$ cat config.mk
export PLATFORM = sky130hd
export DESIGN_NAME = pwr_domain_ctrl
export DESIGN_NICKNAME = d
export VERILOG_FILES = /design/src/rtl/pdc_pkg.sv /design/src/rtl/pdc_cfg_regs.sv /design/src/rtl/pdc_txoff_timer.sv /design/src/rtl/pdc_combine.sv /design/src/rtl/pwr_domain_ctrl.sv
export SDC_FILE = /design/constraint.sdc
export NUM_CORES = 1
export LEC_CHECK = 0
export ABC_CLOCK_PERIOD_IN_PS = 2300
export BUFFER_PORTS_ARGS = -buffer_cell sky130_fd_sc_hd__buf_2
export CORE_AREA = 5 5 91 93
export DETAILED_ROUTE_END_ITERATION = 16
export DIE_AREA = 0 0 96 98
export GPL_TIMING_DRIVEN = 0
export PLACE_DENSITY = 0.51
export SKIP_LAST_GASP = 1
export SYNTH_ARGS = -nofsm -noshare
export SYNTH_HDL_FRONTEND = slang
export SYNTH_HIERARCHICAL = 1
export SYNTH_SLANG_ARGS = --single-unit
$ cat constraint.sdc
create_clock -name clk -period 2.3 [get_ports clk]
set_input_delay 0.23 -clock clk [delete_from_list [all_inputs] [get_ports clk]]
set_output_delay 0.23 -clock clk [all_outputs]
set_load 0.01 [all_outputs]
$ cat src/rtl/pdc_pkg.sv
package pdc_pkg;
  localparam int NDOM = 8;
  typedef logic [NDOM-1:0] dom_mask_t;

  localparam int PD_PLL     = 7;
  localparam int PD_DACAMP  = 6;
  localparam int PD_TXDIG   = 5;
  localparam int PD_REF     = 4;
  localparam int PD_ADCCM   = 3;
  localparam int PD_ADC     = 2;
  localparam int PD_PGABIAS = 1;
  localparam int PD_RXPGA   = 0;

  localparam int CTL_RX_EN    = 0;
  localparam int CTL_TX_EN    = 1;
  localparam int CTL_RX_TXEN  = 2;
  localparam int HDX_DLY_LSB  = 3;
  localparam int HDX_DLY_W    = 5;

  localparam int NREG = 3;
  localparam dom_mask_t RST_MASK_LO = 8'h00;
  localparam dom_mask_t RST_MASK_HI = 8'h7F;
  localparam dom_mask_t RST_HDX     = 8'h00;

  function automatic dom_mask_t reg_reset(int idx);
    case (idx)
      0:       return RST_MASK_LO;
      1:       return RST_MASK_HI;
      default: return RST_HDX;
    endcase
  endfunction
endpackage

$ cat src/rtl/pdc_cfg_regs.sv
module pdc_cfg_regs
  import pdc_pkg::*;
#(
  parameter int ADDR_W = 2
) (
  input  logic              clk,
  input  logic              rst_n,
  input  logic              wr_en,
  input  logic [ADDR_W-1:0] wr_addr,
  input  dom_mask_t         wr_data,
  output dom_mask_t         mask_lo,
  output dom_mask_t         mask_hi,
  output dom_mask_t         hdx_ctl
);
  dom_mask_t cfg_q [NREG];

  for (genvar g = 0; g < NREG; g++) begin : g_reg
    dom_mask_t q;
    always_ff @(posedge clk or negedge rst_n) begin
      if (!rst_n)
        q <= reg_reset(g);
      else if (wr_en && wr_addr == ADDR_W'(g + 1))
        q <= wr_data;
    end
    assign cfg_q[g] = q;
  end

  assign mask_lo = cfg_q[0];
  assign mask_hi = cfg_q[1];
  assign hdx_ctl = cfg_q[2];

  assert_write_lands_R3: assert property (@(posedge clk) disable iff (!rst_n)
    (wr_en && wr_addr == ADDR_W'(1)) |=> mask_lo == $past(wr_data));

  assert_addr0_ignored_R3: assert property (@(posedge clk) disable iff (!rst_n)
    (wr_en && wr_addr == '0) |=> ($stable(mask_lo) && $stable(mask_hi) && $stable(hdx_ctl)));
endmodule

$ cat src/rtl/pdc_txoff_timer.sv
module pdc_txoff_timer
  import pdc_pkg::*;
#(
  parameter int DLY_SHIFT = 4
) (
  input  logic                 clk,
  input  logic                 rst_n,
  input  logic                 txen,
  input  logic [HDX_DLY_W-1:0] dly_code,
  output logic                 tx_idle
);
  localparam int CNT_W = HDX_DLY_W + DLY_SHIFT;

  logic [CNT_W-1:0] cnt;
  logic [CNT_W-1:0] limit;
  logic             expired;

  assign limit = CNT_W'(dly_code) << DLY_SHIFT;

  always_ff @(posedge clk or negedge rst_n) begin
    if (!rst_n) begin
      expired <= 1'b1;
      cnt     <= '0;
    end else if (txen) begin
      expired <= 1'b0;
      cnt     <= '0;
    end else if (!expired) begin
      if (cnt >= limit) expired <= 1'b1;
      else              cnt     <= cnt + 1'b1;
    end
  end

  assign tx_idle = expired & ~txen;

  assert_cancel_only_by_txen_R7: assert property (@(posedge clk) disable iff (!rst_n)
    $fell(expired) |-> $past(txen));

  assert_expiry_reached_R6: assert property (@(posedge clk) disable iff (!rst_n)
    (!txen && !expired && cnt >= limit) |=> expired);
endmodule

$ cat src/rtl/pdc_combine.sv
module pdc_combine
  import pdc_pkg::*;
(
  input  dom_mask_t mask_lo,
  input  dom_mask_t mask_hi,
  input  dom_mask_t hdx_ctl,
  input  logic      pin_hi,
  input  logic      full_dup,
  input  logic      txen,
  input  logic      tx_idle,
  output dom_mask_t pd,
  output logic      amp_off
);
  dom_mask_t sel;
  dom_mask_t hdx_req;
  logic      tx_req;
  logic      rx_req;

  always_comb begin
    sel     = pin_hi ? mask_hi : mask_lo;
    tx_req  = !full_dup && hdx_ctl[CTL_TX_EN] && tx_idle;
    rx_req  = !full_dup && hdx_ctl[CTL_RX_EN] &&
              (hdx_ctl[CTL_RX_TXEN] ? txen : 1'b1);
    hdx_req = '0;
    hdx_req[PD_TXDIG]  = tx_req;
    hdx_req[PD_ADC]    = rx_req;
    hdx_req[PD_RXPGA]  = rx_req;
    pd      = sel | hdx_req;
    amp_off = sel[PD_DACAMP] | tx_req;
  end
endmodule

$ cat src/rtl/pwr_domain_ctrl.sv
module pwr_domain_ctrl
  import pdc_pkg::*;
#(
  parameter int ADDR_W    = 2,
  parameter int DLY_SHIFT = 4
) (
  input  logic              clk,
  input  logic              rst_n,
  input  logic              cfg_valid,
  output logic              cfg_ready,
  input  logic [ADDR_W-1:0] cfg_addr,
  input  logic [7:0]        cfg_data,
  input  logic              pwrdwn_pin,
  input  logic              duplex_full,
  input  logic              txen,
  output logic [7:0]        pd_out,
  output logic              amp_off
);
  dom_mask_t mask_lo, mask_hi, hdx_ctl;
  logic      tx_idle;

  assign cfg_ready = 1'b1;

  pdc_cfg_regs #(.ADDR_W(ADDR_W)) u_regs (
    .clk     (clk),
    .rst_n   (rst_n),
    .wr_en   (cfg_valid & cfg_ready),
    .wr_addr (cfg_addr),
    .wr_data (cfg_data),
    .mask_lo (mask_lo),
    .mask_hi (mask_hi),
    .hdx_ctl (hdx_ctl)
  );

  pdc_txoff_timer #(.DLY_SHIFT(DLY_SHIFT)) u_timer (
    .clk      (clk),
    .rst_n    (rst_n),
    .txen     (txen),
    .dly_code (hdx_ctl[HDX_DLY_LSB +: HDX_DLY_W]),
    .tx_idle  (tx_idle)
  );

  pdc_combine u_comb (
    .mask_lo  (mask_lo),
    .mask_hi  (mask_hi),
    .hdx_ctl  (hdx_ctl),
    .pin_hi   (pwrdwn_pin),
    .full_dup (duplex_full),
    .txen     (txen),
    .tx_idle  (tx_idle),
    .pd       (pd_out),
    .amp_off  (amp_off)
  );

  assert_full_dup_mask_R5: assert property (@(posedge clk) disable iff (!rst_n)
    duplex_full |-> pd_out == (pwrdwn_pin ? mask_hi : mask_lo));

  assert_pll_mask_only_R9: assert property (@(posedge clk) disable iff (!rst_n)
    pd_out[PD_PLL] == (pwrdwn_pin ? mask_hi[PD_PLL] : mask_lo[PD_PLL]));

  assert_amp_follows_dac_R10: assert property (@(posedge clk) disable iff (!rst_n)
    pd_out[PD_DACAMP] |-> amp_off);

  assert_hdx_tx_off_R6: assert property (@(posedge clk) disable iff (!rst_n)
    (!duplex_full && hdx_ctl[CTL_TX_EN] && tx_idle) |-> (pd_out[PD_TXDIG] && amp_off));
endmodule

==> results of run 1 <==
## flip-flops by register name (all words and copies together), names as in the netlist
| signal | cells |
|---|---|
| u_regs/hdx_ctl | 8 |
| u_regs/mask_hi | 8 |
| u_regs/mask_lo | 8 |
| u_timer/cnt | 9 |
| u_timer/expired | 1 |
## cell usage in the layout (no fill, tap or decap), types with 4 or more instances in the layout
| master | synthesis | layout |
|---|---|---|
| a21oi_1 | 8 | 8 |
| buf_2 | 0 | 23 |
| clkbuf_8 | 0 | 6 |
| dfrtp_1 | 26 | 26 |
| dfstp_2 | 8 | 8 |
| ha_1 | 7 | 7 |
| inv_1 | 9 | 9 |
| mux2_2 | 29 | 29 |
| nor2_1 | 5 | 5 |
| nor2b_1 | 4 | 4 |
| o21ai_0 | 4 | 4 |
| o31ai_1 | 4 | 4 |
| or4_1 | 4 | 4 |
## power groups by stage
stage | Clock, mW | Sequential, mW | Combinational, mW
after floorplan | 0 | 0.759 | 0.258
after global placement | 0 | 0.773 | 0.365
after detailed placement | 0 | 0.775 | 0.368
after CTS | 0.493 | 0.764 | 0.369
after global routing | 0.518 | 0.778 | 0.415
final | 0.467 | 0.763 | 0.362
## cell type report
| cell class | count | area, µm² |
|---|---|---|
| Fill cell | 813 | 5320 |
| Sequential cell | 34 | 861 |
| Multi-Input combinational cell | 99 | 853 |
| Tap cell | 102 | 128 |
| Timing Repair Buffer | 23 | 115 |
| Clock buffer | 6 | 82.6 |
| Buffer | 6 | 41.3 |
| Inverter | 9 | 33.8 |
| Clock inverter | 2 | 12.5 |
## cells in the mapped netlist (all sizes together) (2+ instances only)
cell type	count
o31ai	4
buf	3
clkbuf	3
nand4	3
a21oi	8
ha	7
nor2	5
nand2	3
nor2b	4
nand3	4
dfstp	8
or4	4
nand3b	4
o21ai	4
inv	9
nand2b	2
mux2	31
dfrtp	26
mux2i	3
## through the flow
stage	cell area, µm²	hold WS [ps]	setup WS [ps]	instances
2_1_floorplan	1790	-65.6	291	148
3_3_place_gp	2030	360	159	273
3_5_place_dp	2030	369	180	273
4_1_cts	2130	50.5	170	281
5_1_grt	2130	82.8	30.4	281
6_report	2130	26.8	191	281
## worst max path at each step
stage	from	endpoint	depth (start not counted)
6_report	u_timer/cnt[8]	u_timer/cnt[7]	6
5_1_grt	u_timer/cnt[6]	u_timer/cnt[7]	6
4_1_cts	u_regs/hdx_ctl[7]	u_timer/cnt[7]	7
3_5_place_dp	u_timer/cnt[8]	u_timer/cnt[7]	6
3_3_place_gp	u_timer/cnt[8]	u_timer/cnt[7]	6
2_1_floorplan	u_timer/cnt[8]	u_timer/cnt[7]	6
## per-layer routing
metal / part of all wire / GRT usage
met5: 0 / 0
met4: 0.0038 / 0.0164
met3: 0.047 / 0.0262
met2: 0.45 / 0.134
met1: 0.49 / 0.123
## critical path, cell delays in order, from the launching register on
cell,delay [ps]
dfrtp_1,400
ha_1,300
a211o_1,340
or2_1,230
buf_6,140
nor4b_2,250
mux2_1,340
## cells by family (layout without fill, tap and decap cells)
logic type,after synthesis,after routing,synth area share
buffers and inverters,15,46,0.0420
flip-flops,34,34,0.481
multiplexers,34,34,0.214
adder cells (fa/ha/maj),7,7,0.0489
other,1,1,0.00210
AND/OR/NAND/NOR,35,35,0.132
AO/OA/AOI/OAI,22,22,0.0797
==> results.md, run 1 <==
* H-tree lvl count at 2
* Sequential share of the synthesized area at 0.481
* Switch Pwr at 0.454 mW
* CTS tree: done
* Synth top area share at 0.364
* GR Util All Layers at 0.0877
* Via count at 1225
* WP data required at 2470 ps
* Fin util at 0.286
* Synth Warn # at 6
* VDD IR max at 0.000376 V
* Vias per std cell at 4.36
* WL final at 3680 µm
* CTS Buf Count at 5
* Number of synthesized register bits at 34
* First-pass detailed-route iteration total at 5
* Avg Cell Area, Syn at 12.1 µm²
* Dominant cells by area after synthesis: dfrtp_1 36%, mux2_2 18%, dfstp_2 12%
* RSZ-0062 raised after global routing: no
* CTS Hold Bufs at 0
* Clk slew on worst S/H paths at 80 ps
* Type of origin of the critical path: register
* Hold Vio Cnt, Final at 0
* Pin count of the biggest net entering global routing at 35
* Io pins at 26
* EDFF count, synth at 0
* Final worst path period share at 0.917
* Final ANT Viol Nets at 0
* Synth area leader: dfrtp_1
* Worst r2r src: u_timer/cnt[8]
* Gr ovfl total at 0
* Initial antenna violation count at 0
* Synth Cell Area at 1790 µm²
* CTS Sinks at 34
* Syn nets at 171
* Status: completed
* Area Growth Syn to Fin at 18.9%
* Clock Tree Buf Depth at 2
* Pint at 1.14 mW
* Tmin final at 2110 ps
* Vias in the first global route at 1342
* Clk pwr share at 0.293
* Core box area at 7450 µm²
* Final HPWL DP at 2690 µm
* CTS resizes at 0
* # rows at 32
* Clock Skews at 7.04 ps
* Setup Fix Bufs, Post-CTS at 0
* Top_reg_cell synth: dfrtp_1
* Worst slew pin tran at 786 ps
* Initial Util at 0.240
* Async SR Flop Fraction at 1.00
* Share of power burned in registers at 0.480
* Worst r2r path cells at 6
* Die height at 98 µm
* Max Clk Rate at 474 MHz
* Drt wl/cell at 13.1 µm
* R2R Setup Slk at 190 ps
* I/O Buffers at 23
* Die width at 96 µm
* Final nets at 201
* # setup viols final at 0
* Remaining DRCs at 0
* Crit path kind: reg -> reg
* Max cap viols at 0
* CP max FO at 8
* Placer Congestion at 0.757
* Initial DRC count at 50
* Leak at 0.931 nW
* Comb pwr share at 0.227
* Ratio of cells with drive above 1 in the final layout at 0.441
* Worst R2R End: u_timer/cnt[7]
* Diode count at 0
* Cell variety after synth at 38
* Slew headroom at 0.476
* Sw frac at 0.285
* CP Data Arrival Time at 2280 ps
* Hold Path Class: in -> async
* Pwr dens at 748 nW/µm²
* Overall power at 1.59 mW
* Die ar. at 9410 µm²
* Sum Neg Setup Slack at 0 ps
* Critical Path End Type: register
* Clk_lat worst skew at 280 ps
* First-pass GRT wire length at 6580 µm
* Slew Viols, Final at 0
* CTS root buf: clkbuf_8
* Syn Inst Count at 148
No activity file was read; power rests on OpenSTA's default activity.
==> inputs of run 2 (changes only) <==
Settings changed: ABC_CLOCK_PERIOD_IN_PS 2300 to 1700, CORE_AREA 5 5 91 93 to 5 5 126 68, DIE_AREA 0 0 96 98 to 0 0 131 73, PLACE_DENSITY 0.51 to 0.52.
Clock period 2.3 ns to 1.7 ns, I/O delays scaled along.
==> results.md, run 2 (synthesis gave the netlist of run 1 again) <==
* Slew headroom at 0.472 (-0.00372)
* Vias in the first global route at 1338 (-0.30%)
* Max cap viols at 0 (unchanged)
* Hold Vio Cnt, Final at 26 (+26)
* CP Data Arrival Time at 2160 ps (-120 ps)
* I/O Buffers at 23 (unchanged)
* CTS Buf Count at 5 (unchanged)
* VDD IR max at 0.000307 V (-18%)
* Status: complete, but fails checks
* Drt wl/cell at 15.1 µm (+15%)
* Hold Path Class: in -> async
* Largest register FFs at 9 (unchanged)
* Gr ovfl total at 0 (unchanged)
* Vias per std cell at 4.51 (+3.4%)
* Area Growth Syn to Fin at 34.7%
* Pwr dens at 1080 nW/µm² (+45%)
* Leak at 1.03 nW (+10%)
* Clk_lat worst skew at 280 ps (about the same)
* Tmin final at 2000 ps (-108 ps)
* Initial DRC count at 48 (-4.0%)
* Max Clk Rate at 500 MHz (+5.4%)
* Commonest non-fill, non-tap cell in the layout: mux2_2
* Most flops, register: u_timer/cnt
* Final non-filler cell area at 2410 µm² (+13%)
* GR Util All Layers at 0.0959 (+0.00817)
* H-tree lvl count at 2 (unchanged)
* CP max stage cell: dfrtp_1
* Critical Path End Type: register
* First-pass detailed-route iteration total at 4 (-1)
* First-pass GRT wire length at 6860 µm (+4.2%)
* Clock Skews at 4.64 ps (-2.40 ps)
* Final hold slack at -19.7 ps (-46.4 ps)
* Die width at 131 µm (+36%)
* Initial Util at 0.237 (-0.00295)
* Via count at 1298 (+6.0%)
* Type of origin of the critical path: register
* Sum Neg Setup Slack at -1950 ps (-1950 ps)
* Worst slew pin tran at 791 ps (+5.59 ps)
* Final HPWL DP at 3090 µm (+15%)
* Final nets at 211 (+5.0%)
* Violated checks: hold timing, setup timing
* CTS tree: done
* Fin util at 0.320 (+0.0340)
* Remaining DRCs at 0 (unchanged)
* RSZ-0062 raised after global routing: yes
* Die ar. at 9560 µm² (+1.6%)
* Most frequent cells in the layout: 28 x mux2_2, 26 x dfrtp_1, 23 x buf_2
* Initial antenna violation count at 0 (unchanged)
* Placer Congestion at 0.802 (+6.0%)
* Slew Viols, Final at 0 (unchanged)
* # setup viols final at 10 (+10)
* DP Area at 2050 µm² (+0.99%)
* WL final at 4350 µm (+18%)
* Buf/Inv on CP at 2 (+1)
* Ratio of cells with drive above 1 in the final layout at 0.553 (+0.112)
* CTS Hold Bufs at 0 (unchanged)
* CTS root buf: clkbuf_16
* CP max FO at 7 (-1)
* Io pins at 26 (unchanged)
* Final ANT Viol Nets at 0 (unchanged)
* Clock Tree Buf Depth at 2 (unchanged)
* Clk slew on worst S/H paths at 50 ps (-30 ps)
* Pin count of the biggest net entering global routing at 35 (unchanged)
* Final worst path period share at 1.18 (+0.260)
* Core box area at 7540 µm² (+1.2%)
* Max stage delay on crit path at 380 ps (-20 ps)
* # rows at 23 (-28%)
* Crit path kind: reg -> reg
* CP Cell Sequence: inv_2 -> ha_4 -> a211o_1 -> or2_1 -> buf_6 -> nor4b_4 -> mux2_4
* WP data required at 1860 ps (-610 ps)
* Die height at 73 µm (-26%)
* Delay-heaviest family, CP: simple AND/OR/NAND/NOR gates
* Overall power at 2.61 mW (+64%)
* Final setup margin at -300 ps (-492 ps)
* Diode count at 0 (unchanged)
* CTS Sinks at 34 (unchanged)
run 2: cell types whose count changed in the layout (fill, tap and decap cells not counted), sizes merged:
cell | previous run | this run
buf | 26 | 36
clkbuf | 9 | 10
clkinv | 1 | 0
clkinvlp | 1 | 0
run 2: path summary, 6_finish.rpt:
check,from,endpoint,slack (ps),cells after the start
min in group clk,cfg_data[6],u_regs/hdx_ctl[6],160,2
hold reg to reg,u_regs/hdx_ctl[2],u_regs/hdx_ctl[2],490,1
hold / removal,rst_n,u_timer/cnt[2],-20,1
max in group asynchronous,rst_n,u_timer/cnt[6],1220,1
setup reg to reg,u_regs/hdx_ctl[7],u_timer/cnt[7],-300,7
setup / recovery,u_regs/hdx_ctl[7],u_timer/cnt[7],-300,7
run 2: final cells by class:
class / count / area, µm²
fill: 763 / 5130
tap: 100 / 125
inverter: 9 / 33.8
buffer: 6 / 51.3
clock buffer: 7 / 143
timing repair buffer: 33 / 206
multi-input combinational: 99 / 990
sequential: 34 / 861
run 2: worst register-to-register path, stage by stage (launching register included):
cell and delay (ps):
dfrtp_1 380, inv_2 70, ha_4 200, a211o_1 270, or2_1 240, buf_6 140
nor4b_4 250, mux2_4 330
run 2: per-stage QoR:
stage	setup WS, ps	hold WS, ps	cells
global placement	-429	297	271
finish	-300	-19.7	288
detailed placement	-390	304	271
floorplan	-205	-126	148
CTS	-331	12.3	287
global route	-399	50.3	288
run 2: metal layers:
metal | track usage | share of wire | up-vias | routed length [µm]
li1 | - | - | 618 | -
met1 | 0.144 | 0.53 | 645 | 2320
met4 | 0.0228 | 0.0074 | 0 | 32
met2 | 0.120 | 0.39 | 31 | 1690
met3 | 0.0453 | 0.069 | 4 | 299
met5 | 0 | 0 | - | 0
run 2: timing repair:
| action | 4_1_cts | 5_1_grt |
|---|---|---|
| pin swaps | 8 | 4 |
| gates resized for setup | 20 | 5 |
| setup endpoints to repair | 10 | 10 |
| setup buffers | 9 | 1 |
run 2: report_power, final:
| group | switching, mW | internal, mW |
|---|---|---|
| registers | 0.0727 | 0.966 |
| clock network | 0.310 | 0.574 |
| logic | 0.321 | 0.368 |
==> inputs of run 3 (changes only) <==
Settings changed: ABC_AREA set to 1, CORE_AREA 5 5 126 68 to 5 5 138 74, DIE_AREA 0 0 131 73 to 0 0 143 79.
==> results.md, run 3 <==
* Status: complete, but fails checks
* Violated checks: hold timing
* CP Cell Sequence: ha_1 -> nand2_1 -> inv_1 -> nand2_1 -> nand2_1 -> nor2_4 -> nand3_2 -> nand3_1 -> nand2_1
* Vias in the first global route at 1844 (+38%)
* Critical Path End Type: register
* EDFF count, synth at 0 (unchanged)
* # setup viols final at 0 (-10)
* Slew headroom at 0.474 (+0.00129)
* Avg Cell Area, Syn at 7.50 µm² (-38%)
* Most flops, register: u_timer/cnt
* Area Growth Syn to Fin at 22.4%
* Crit path kind: reg -> reg
* Final hold slack at -29.1 ps (-9.48 ps)
* Synth Cell Area at 2170 µm² (+22%)
* Type of origin of the critical path: register
* Vias per std cell at 4.44 (-1.4%)
* R2R Setup Slk at 20 ps (+320 ps)
* Number of synthesized register bits at 34 (unchanged)
* VDD IR max at 0.000361 V (+18%)
* Max cap viols at 0 (unchanged)
* Diode count at 0 (unchanged)
* Initial Util at 0.241 (+0.00325)
* Synth Warn # at 6 (unchanged)
* Drt wl/cell at 14.0 µm (-7.2%)
* Io pins at 26 (unchanged)
* Largest register FFs at 9 (unchanged)
* Synth area leader: dfrtp_1
* Cell variety after synth at 23 (-39%)
* Die width at 143 µm (+9.2%)
* Initial DRC count at 155 (+220%)
* Top_reg_cell synth: dfrtp_1
* Ratio of cells with drive above 1 in the final layout at 0.252 (-0.302)
* Overall power at 2.72 mW (+4.1%)
* Final non-filler cell area at 2660 µm² (+10%)
* CTS root buf: clkbuf_16
* # rows at 25 (+8.7%)
* Die ar. at 11300 µm² (+18%)
* CTS Sinks at 34 (unchanged)
* Commonest non-fill, non-tap cell in the layout: nand2_1
* Synth top cells by count: 108 x nand2_1, 31 x inv_1, 27 x nand3_1
* WL final at 6210 µm (+43%)
* Slew Viols, Final at 0 (unchanged)
* WP data required at 1870 ps (about the same)
* First-pass GRT wire length at 10000 µm (+46%)
* Clock Tree Buf Depth at 2 (unchanged)
* WP depth at 9 (+2)
* GR Util All Layers at 0.116 (+0.0203)
* Core box area at 9040 µm² (+20%)
* CP max stage cell: dfrtp_2
* Count leader, synth: nand2_1
* CP max FO at 4 (-3)
* CP Data Arrival Time at 1850 ps (-310 ps)
* Buf/Inv on CP at 1 (-1)
* Worst slew pin tran at 789 ps (-1.93 ps)
* Sum Neg Setup Slack at 0 ps (+1950 ps)
* Dominant cells by area after synthesis: dfrtp_1 30%, nand2_1 19%, dfstp_2 9.7%
* Max stage delay on crit path at 450 ps (+70 ps)
* Final worst path period share at 0.991 (-0.186)
* Hold Path Class: in -> async
* DP Area at 2430 µm² (+18%)
* Pwr dens at 1020 nW/µm² (-5.8%)
* Synth top area share at 0.299 (-0.0644)
* Clock Skews at 8.77 ps (+4.13 ps)
* H-tree lvl count at 2 (unchanged)
* CTS Hold Bufs at 0 (unchanged)
* CP dominant cell by count: nand2_1
* Die height at 79 µm (+8.2%)
* Worst r2r src: u_timer/cnt[7]
* Max Clk Rate at 594 MHz (+19%)
* Final HPWL DP at 4560 µm (+48%)
* I/O Buffers at 20 (-13%)
* Via count at 1968 (+52%)
* CTS Buf Count at 5 (unchanged)
* Sequential share of the synthesized area at 0.396 (-0.0853)
* Clk_lat worst skew at 280 ps (about the same)
* Final ANT Viol Nets at 0 (unchanged)
* Leak at 1.38 nW (+35%)
* Syn nets at 313 (+83%)
* First-pass detailed-route iteration total at 4 (unchanged)
* Worst r2r path cells at 9 (+2)
* Pin count of the biggest net entering global routing at 35 (unchanged)
* Final nets at 344 (+63%)
* CTS tree: done
* Most frequent cells in the layout: 108 x nand2_1, 31 x inv_1, 26 x nand3_1
* Remaining DRCs at 0 (unchanged)
* Worst R2R End: u_timer/cnt[4]
* Gr ovfl total at 0 (unchanged)
* Initial antenna violation count at 0 (unchanged)
* Async SR Flop Fraction at 1.00 (unchanged)
* Placer Congestion at 0.806 (+0.50%)
* Clk slew on worst S/H paths at 60 ps (about the same)
* Hold Vio Cnt, Final at 26 (unchanged)
* Syn Inst Count at 290 (+96%)
* RSZ-0062 raised after global routing: yes
* Tmin final at 1680 ps (-316 ps)
* Delay-heaviest family, CP: simple AND/OR/NAND/NOR gates
==> run 3: worst max-delay path by stage <==
stage | from | endpoint
floorplan | u_timer/cnt[6] | u_timer/cnt[3]
finish | u_timer/cnt[7] | u_timer/cnt[4]
CTS | u_timer/cnt[7] | u_timer/cnt[8]
global placement | u_timer/cnt[6] | u_timer/cnt[8]
global route | u_timer/cnt[7] | u_timer/cnt[3]
detailed placement | u_timer/cnt[7] | u_timer/cnt[8]
==> run 3: timing repair <==
action	CTS	global route
resized for setup	0	10
setup endpoints to repair	0	9
setup buffers	0	3
==> run 3: layout make-up <==
cell class / instances / area, µm²
fill: 973 / 6380
multi-input combinational: 208 / 1100
sequential: 34 / 865
inverter: 39 / 159
tap: 121 / 151
clock buffer: 6 / 139
timing repair buffer: 23 / 123
buffer: 10 / 109
clock inverter: 2 / 12.5
==> run 3: through the flow <==
step	setup WS, ps	utilization	std cells
global route	-35.9	0.294	443
CTS	2.39	0.285	439
detailed placement	24.7	0.268	431
floorplan	282	-	290
finish	15.9	0.294	443
global placement	53.8	0.268	431
==> run 3: routing by layer <==
metal / vias to the layer above / wire [µm] / track usage
li1: 999 / - / -
met1: 899 / 3460 / 0.194
met2: 63 / 2120 / 0.134
met3: 7 / 563 / 0.0349
met4: 0 / 70 / 0.0313
met5: - / 0 / 0
==> run 3: cells by family after synthesis <==
logic type      synth area share
other cells              0.00172
compound gates           0.00345
simple gates               0.428
xor+xnor                 0.00806
fa+ha+maj                 0.0403
flops                      0.396
buf+inv                    0.123
==> run 3: report_power, final <==
group,internal (mW),switching (mW)
sequential,0.958,0.0985
combinational,0.258,0.467
clock,0.580,0.355
total,1.80,0.921
